[config.mk]
export PLATFORM = sky130hd
export DESIGN_NAME = cmdbuf_coalescer
export DESIGN_NICKNAME = d
export VERILOG_FILES = /design/src/rtl/cmdbuf_pkg.sv /design/src/rtl/cmdbuf_ram.sv /design/src/rtl/cmdbuf_planner.sv /design/src/rtl/cmdbuf_coalescer.sv
export SDC_FILE = /design/constraint.sdc
export NUM_CORES = 2
export LEC_CHECK = 0
export BUFFER_PORTS_ARGS = -buffer_cell sky130_fd_sc_hd__clkbuf_2
export CAP_MARGIN = 10
export CORE_MARGIN = 2
export CORE_UTILIZATION = 45
export CTS_CLUSTER_SIZE = 25
export DETAILED_ROUTE_END_ITERATION = 10
export SLEW_MARGIN = 15
export SYNTH_ARGS = -nofsm -noshare
export SYNTH_HDL_FRONTEND = slang
export SYNTH_SLANG_ARGS = --single-unit
[constraint.sdc]
create_clock -name clk -period 4.4 [get_ports clk]
set_input_delay 1.32 -clock clk [delete_from_list [all_inputs] [get_ports clk]]
set_output_delay 1.32 -clock clk [all_outputs]
set_load 0.05 [all_outputs]
[src/rtl/cmdbuf_pkg.sv]
package cmdbuf_pkg;
    localparam int OFS_W      = 20;
    localparam int LINE_WORDS = 16;
    localparam logic [7:0] OP_SINGLE   = 8'h01;
    localparam logic [7:0] OP_INDEXED  = 8'h09;
    localparam logic [3:0] BYTE_EN_ALL = 4'hF;

    typedef enum logic [1:0] {ST_IDLE, ST_SEQ, ST_PAD} state_e;
    typedef enum logic [1:0] {PL_EMIT, PL_CONVERT, PL_APPEND} plan_e;
endpackage

[src/rtl/cmdbuf_ram.sv]
module cmdbuf_ram #(
    parameter int DEPTH = 64,
    parameter int IDX_W = 6
) (
    input  logic             clk,
    input  logic             we,
    input  logic [IDX_W-1:0] wa,
    input  logic [31:0]      wd,
    input  logic [IDX_W-1:0] ra,
    output logic [31:0]      rd
);
    logic [31:0] mem [DEPTH];

    always_ff @(posedge clk) begin
        if (we) mem[wa] <= wd;
        rd <= mem[ra];
    end
endmodule

[src/rtl/cmdbuf_planner.sv]
module cmdbuf_planner
    import cmdbuf_pkg::*;
#(
    parameter int CAP   = 64,
    parameter int IDX_W = 6,
    parameter int PTR_W = 7
) (
    input  logic [PTR_W-1:0]         wpos,
    input  logic [PTR_W-1:0]         start,
    input  logic [PTR_W-1:0]         count,
    input  logic                     hit_valid,
    input  logic                     last_indexed,
    input  logic [OFS_W-1:0]         last_ofs,
    input  logic [31:0]              last_val,
    input  logic [OFS_W-1:0]         req_offset,
    input  logic [31:0]              req_value,
    output logic                     refuse,
    output plan_e                    kind,
    output logic [2:0]               len,
    output logic [3:0][IDX_W-1:0]    wr_addr,
    output logic [3:0][31:0]         wr_data,
    output logic [PTR_W-1:0]         nxt_wpos,
    output logic [PTR_W-1:0]         nxt_start,
    output logic [PTR_W-1:0]         nxt_count
);
    localparam logic [PTR_W-1:0] P1 = PTR_W'(1);
    localparam logic [PTR_W-1:0] P2 = PTR_W'(2);
    localparam logic [PTR_W-1:0] P3 = PTR_W'(3);
    localparam logic [PTR_W-1:0] P4 = PTR_W'(4);
    localparam logic [PTR_W-1:0] LIMIT = PTR_W'(CAP - 2);

    logic [PTR_W-1:0] even_pos;
    logic [PTR_W-1:0] cnt_inc;
    logic             hit;

    always_comb begin
        even_pos  = wpos + {{(PTR_W-1){1'b0}}, wpos[0]};
        cnt_inc   = count + P1;
        hit       = hit_valid && (last_ofs == req_offset);
        refuse    = wpos > LIMIT;
        kind      = PL_EMIT;
        len       = 3'd2;
        wr_addr   = '0;
        wr_data   = '0;
        nxt_wpos  = wpos;
        nxt_start = start;
        nxt_count = count;
        if (!hit) begin
            wr_addr[0] = IDX_W'(even_pos);
            wr_data[0] = req_value;
            wr_addr[1] = IDX_W'(even_pos + P1);
            wr_data[1] = {OP_SINGLE, BYTE_EN_ALL, req_offset};
            nxt_wpos   = even_pos + P2;
            nxt_start  = even_pos;
            nxt_count  = '0;
        end else if (!last_indexed) begin
            kind       = PL_CONVERT;
            len        = 3'd4;
            wr_addr[0] = IDX_W'(start);
            wr_data[0] = 32'd2;
            wr_addr[1] = IDX_W'(start + P1);
            wr_data[1] = {OP_INDEXED, 4'h0, req_offset};
            wr_addr[2] = IDX_W'(start + P2);
            wr_data[2] = last_val;
            wr_addr[3] = IDX_W'(start + P3);
            wr_data[3] = req_value;
            nxt_wpos   = start + P4;
            nxt_count  = P2;
        end else begin
            kind       = PL_APPEND;
            wr_addr[0] = IDX_W'(wpos);
            wr_data[0] = req_value;
            wr_addr[1] = IDX_W'(start);
            wr_data[1] = {{(32-PTR_W){1'b0}}, cnt_inc};
            if (!wpos[0]) begin
                len        = 3'd3;
                wr_addr[2] = IDX_W'(wpos + P1);
                wr_data[2] = 32'd0;
            end
            nxt_wpos  = wpos + P1;
            nxt_count = cnt_inc;
        end
    end
endmodule

[src/rtl/cmdbuf_coalescer.sv]
module cmdbuf_coalescer
    import cmdbuf_pkg::*;
#(
    parameter  int CAP_WORDS = 64,
    localparam int IDX_W     = $clog2(CAP_WORDS),
    localparam int PTR_W     = $clog2(CAP_WORDS + 1)
) (
    input  logic               clk,
    input  logic               rst_n,
    input  logic               clear,
    input  logic               finish,
    input  logic               req_valid,
    output logic               req_ready,
    input  logic [19:0]        req_offset,
    input  logic [31:0]        req_value,
    output logic               overflow,
    output logic               tail_valid,
    output logic [PTR_W+1:0]   tail_bytes,
    input  logic [IDX_W-1:0]   rd_addr,
    output logic [31:0]        rd_data
);
    localparam logic [PTR_W-1:0] LINE_MASK = PTR_W'(LINE_WORDS - 1);

    typedef struct packed {
        state_e                  st;
        logic [PTR_W-1:0]        wpos;
        logic [PTR_W-1:0]        start;
        logic [PTR_W-1:0]        count;
        logic [PTR_W-1:0]        pad_end;
        logic                    hit_valid;
        logic                    last_indexed;
        logic [OFS_W-1:0]        last_ofs;
        logic [31:0]             last_val;
        logic [1:0]              step;
        logic [2:0]              len;
        logic [3:0][IDX_W-1:0]   sa;
        logic [3:0][31:0]        sd;
        logic                    ovf;
        logic                    tail_v;
        logic [PTR_W+1:0]        tail;
    } state_t;

    state_t s_d, s_q;

    logic                   p_refuse;
    plan_e                  p_kind;
    logic [2:0]             p_len;
    logic [3:0][IDX_W-1:0]  p_addr;
    logic [3:0][31:0]       p_data;
    logic [PTR_W-1:0]       p_wpos, p_start, p_count;

    logic                   mem_we;
    logic [IDX_W-1:0]       mem_wa;
    logic [31:0]            mem_wd;

    logic [PTR_W-1:0]       wpos_q, start_q;

    cmdbuf_planner #(.CAP(CAP_WORDS), .IDX_W(IDX_W), .PTR_W(PTR_W)) u_plan (
        .wpos(s_q.wpos), .start(s_q.start), .count(s_q.count),
        .hit_valid(s_q.hit_valid), .last_indexed(s_q.last_indexed),
        .last_ofs(s_q.last_ofs), .last_val(s_q.last_val),
        .req_offset(req_offset), .req_value(req_value),
        .refuse(p_refuse), .kind(p_kind), .len(p_len),
        .wr_addr(p_addr), .wr_data(p_data),
        .nxt_wpos(p_wpos), .nxt_start(p_start), .nxt_count(p_count)
    );

    cmdbuf_ram #(.DEPTH(CAP_WORDS), .IDX_W(IDX_W)) u_ram (
        .clk(clk), .we(mem_we), .wa(mem_wa), .wd(mem_wd),
        .ra(rd_addr), .rd(rd_data)
    );

    always_comb begin
        s_d        = s_q;
        s_d.tail_v = 1'b0;
        mem_we     = 1'b0;
        mem_wa     = '0;
        mem_wd     = '0;
        if (clear) begin
            s_d.st        = ST_IDLE;
            s_d.wpos      = '0;
            s_d.start     = '0;
            s_d.count     = '0;
            s_d.hit_valid = 1'b0;
            s_d.ovf       = 1'b0;
            s_d.tail      = '0;
        end else begin
            unique case (s_q.st)
                ST_IDLE: begin
                    if (finish) begin
                        s_d.pad_end   = (s_q.wpos + LINE_MASK) & ~LINE_MASK;
                        s_d.hit_valid = 1'b0;
                        s_d.st        = ST_PAD;
                    end else if (req_valid) begin
                        if (p_refuse) begin
                            s_d.ovf = 1'b1;
                        end else begin
                            s_d.sa           = p_addr;
                            s_d.sd           = p_data;
                            s_d.len          = p_len;
                            s_d.step         = '0;
                            s_d.st           = ST_SEQ;
                            s_d.wpos         = p_wpos;
                            s_d.start        = p_start;
                            s_d.count        = p_count;
                            s_d.hit_valid    = 1'b1;
                            s_d.last_indexed = (p_kind != PL_EMIT);
                            s_d.last_ofs     = req_offset;
                            s_d.last_val     = req_value;
                        end
                    end
                end
                ST_SEQ: begin
                    mem_we   = 1'b1;
                    mem_wa   = s_q.sa[s_q.step];
                    mem_wd   = s_q.sd[s_q.step];
                    s_d.step = s_q.step + 2'd1;
                    if ({1'b0, s_q.step} == s_q.len - 3'd1) s_d.st = ST_IDLE;
                end
                ST_PAD: begin
                    if (s_q.wpos == s_q.pad_end) begin
                        s_d.tail_v = 1'b1;
                        s_d.tail   = {s_q.wpos, 2'b00};
                        s_d.st     = ST_IDLE;
                    end else begin
                        mem_we   = 1'b1;
                        mem_wa   = IDX_W'(s_q.wpos);
                        s_d.wpos = s_q.wpos + PTR_W'(1);
                    end
                end
                default: s_d.st = ST_IDLE;
            endcase
        end
    end

    always_ff @(posedge clk or negedge rst_n) begin
        if (!rst_n) s_q <= '0;
        else        s_q <= s_d;
    end

    assign req_ready  = (s_q.st == ST_IDLE) && !clear && !finish;
    assign overflow   = s_q.ovf;
    assign tail_valid = s_q.tail_v;
    assign tail_bytes = s_q.tail;
    assign wpos_q     = s_q.wpos;
    assign start_q    = s_q.start;
endmodule

==> results.py <==
metrics = {
    "floorplanning": {
        "fp.dieH_um": 450,
        "rows": 163,
        "dieArea_um2": 202000,
        "initial_utilization": 0.453,
        "core_um2": 197000,
        "ioPinCount": 107,
        "fp.dieW_um": 450,
    },
    "global_routing": {
        "top_usage_layer": "met2",
        "grt_pass1_wl_um": 332000,
        "grt_pass1_vias": 45300,
        "grt_max_degree": 167,
        "gr-total-overflow": 0,
        "antenna_found_initial": 14,
        "met2_usage": 0.373,
        "grt_usage": 0.228,
        "grtUsageMet1": 0.320,
        "use_met3": 0.0427,
    },
    "power": {
        "powerDensity_nw_per_um2": 464,
        "ir_drop_mv": 0.337,
        "p_leak_nw": 35.6,
    },
    "yosys": {
        "syn_area_per_cell_um2": 21.2,
        "synth.most_common_cell": "edfxtp_1",
        "synth_area_leaders": "edfxtp_1 69%, mux4_2 16%, dfrtp_1 6.5%",
        "yosys.area.top_type": "edfxtp_1",
        "synthFlopType": "edfxtp_1",
        "yosys.area.top_type_share": 0.688,
        "netlist_area_um2": 89400,
        "ys_warn_count": 0,
        "synth_common_cells": "2,048 x edfxtp_1, 632 x mux4_2, 285 x nand2_1",
        "yosysSeqAreaShare": 0.760,
        "synth_edf_count": 2048,
        "synthArstFlopShare": 0.101,
        "synthCells": 4223,
        "post_synth_num_cell_types": 65,
        "synth_seq_cells": 2314,
    },
    "timing": {
        "layout_setup_ws_ps": 704,
        "skew_ps": 79.5,
        "finalSetupTns_ps": 0,
        "hold_violations": 0,
        "finalMaxSlewViolations": 0,
        "setup_viol": 0,
        "tightest_slew_ps": 1080,
        "rsz0062_at_grt": "false",
        "finalCritPeriodShare": 0.840,
        "min_period_ps": 3700,
        "clock.fmax_ghz": 0.271,
        "slew_headroom": 0.279,
    },
    "clocking": {
        "cts_root_buf": "clkbuf_16",
        "clock-sinks": 2314,
        "insertion_delay_ps": 880,
        "cts_resized": 0,
        "cts.hold.buffers_added": 0,
        "cts.htree.levels": 4,
        "cts_buffer_depth": 3,
        "cts_buffers": 226,
        "cts_tree": "yes",
        "clk_pin_slew_worst_paths_ps": 60,
        "cts_setup_buffers": 0,
    },
    "final_layout": {
        "nets": 4684,
        "drive_gt1_frac": 0.309,
        "area_delta_synth_final_pct": 16.1,
        "fin_util": 0.526,
    },
    "worst_hold_path": {
        "hp-start": "s_q[190]",
        "hold_path_class": "reg2reg",
        "hold_path_depth": 1,
        "hold_end": "s_q[97]",
    },
    "detailed_routing": {
        "drt_iter0_drc": 4785,
        "wl_per_cell_um": 31.0,
        "vias": 44400,
        "ant_nets": 0,
        "route.detailed.drc": 0,
        "routed_wl_um": 231000,
        "dr.pass1.iters": 5,
        "vias_per_cell": 5.96,
    },
    "worst_setup_path": {
        "start_kind": "register",
        "crit_arrival_ps": 4180,
        "crit_path_max_fanout": 25,
        "crit_required_ps": 4880,
        "reg2reg_slack_ps": 700,
        "r2r-end": "u_ram.mem[15][0]",
        "end_kind": "register",
        "critPathKind": "reg2reg",
        "reg2reg_from": "wpos_q[1]",
        "reg2regPathDepth": 11,
    },
    "run": {
        "cap_violations": 0,
    },
    "outcome": {
        "status": "finished clean",
    },
    "placed_design": {
        "gp_congestion": 0.806,
        "dp_hpwl_um": 133000,
        "dp_worst_setup_slack_ps": -48.8,
        "io_buffers": 104,
    },
}
==> critical path: stages (launching register included) <==
cell,delay (ps)
dfrtp_1,480
inv_1,110
ha_1,150
nor3b_1,210
a41oi_1,180
buf_4,220
a22oi_1,520
and2_1,250
nand2_1,440
buf_4,330
nor2_4,110
buf_12,260
==> how the worst max path moves through the flow <==
stage / slack, ps / to / startpoint / cells after the start
2_1_floorplan: -570 / u_ram.mem[40][0] / clear / 5
3_3_place_gp: -40 / u_ram.rd[18] / rd_addr[2] / 7
3_5_place_dp: -50 / u_ram.rd[18] / rd_addr[2] / 7
4_1_cts: 700 / req_ready / s_q[250] / 5
5_1_grt: 530 / u_ram.mem[30][0] / wpos_q[1] / 11
6_report: 700 / u_ram.mem[15][0] / wpos_q[1] / 11
==> where the power goes <==
part / leakage [nW] / switching (W) / internal (W)
clock network: 3.67 / 0.00841 / 0.0111
registers: 23.1 / 0.000404 / 0.0244
logic: 8.82 / 0.00224 / 0.00159
==> state kept, by name, indices dropped and copies added, names as in the netlist <==
name / flops
start_q: 6
tail_valid: 1
tail_bytes: 7
u_ram.mem: 2048
wpos_q: 7
overflow: 1
s_q: 212
u_ram.rd: 32
==> layout by cell type (no fill, tap or decap), types with 13 or more instances in the layout <==
cell type	n
a21oi_1	46
a221oi_1	18
a22o_1	110
a22oi_1	94
and2_1	17
buf_12	81
buf_4	223
bufinv_16	20
clkbuf_1	55
clkbuf_16	227
clkbuf_2	99
clkbuf_8	21
clkinv_1	44
clkinv_2	34
dfrtp_1	232
dfxtp_1	32
edfxtp_1	2048
ha_1	13
inv_1	21
mux2i_1	22
mux4_2	632
nand2_1	284
nand3_1	22
nor2_1	47
nor2_4	70
nor2b_1	14
nor2b_4	29
o21ai_0	45
xnor2_1	20
xor2_1	24
==> layer usage <==
layer	vias to the layer above	routed length [um]
met5	-	70
met4	10	5060
met3	329	16000
met2	1658	114000
met1	24200	95700
li1	18300	-
==> stage by stage <==
stage               hold WS (ps)  instance area (um^2)  std cells  total power [W]
finish                       466                104000       7452           0.0482
global route                 493                104000       7450           0.0497
CTS                          454                104000       7449           0.0485
detailed placement           461                 96300       7020           0.0291
global placement             453                 96300       7020           0.0291
floorplan                    434                 89400       4224           0.0276
==> cell type report <==
cell class	instances	area [um^2]
inverter	22	82.6
multi-input combinational	1636	21000
tap	2640	3300
clock buffer	304	6180
sequential	2314	68000
clock inverter	125	1410
antenna	3	7.51
fill	15400	93600
timing repair buffer	408	3860
==> cells by family after synthesis <==
logic type / count (synthesis) / synth area share
and+or+nand+nor: 537 / 0.0264
muxes: 655 / 0.162
other: 1 / 0.0000419
DFF: 2314 / 0.760
adders and majority gates: 13 / 0.00182
xor gates and xnor gates: 44 / 0.00431
AOI/OAI and AO/OA: 385 / 0.0318
buffers and inverters: 274 / 0.0135
(Power assumes the default switching activity.)
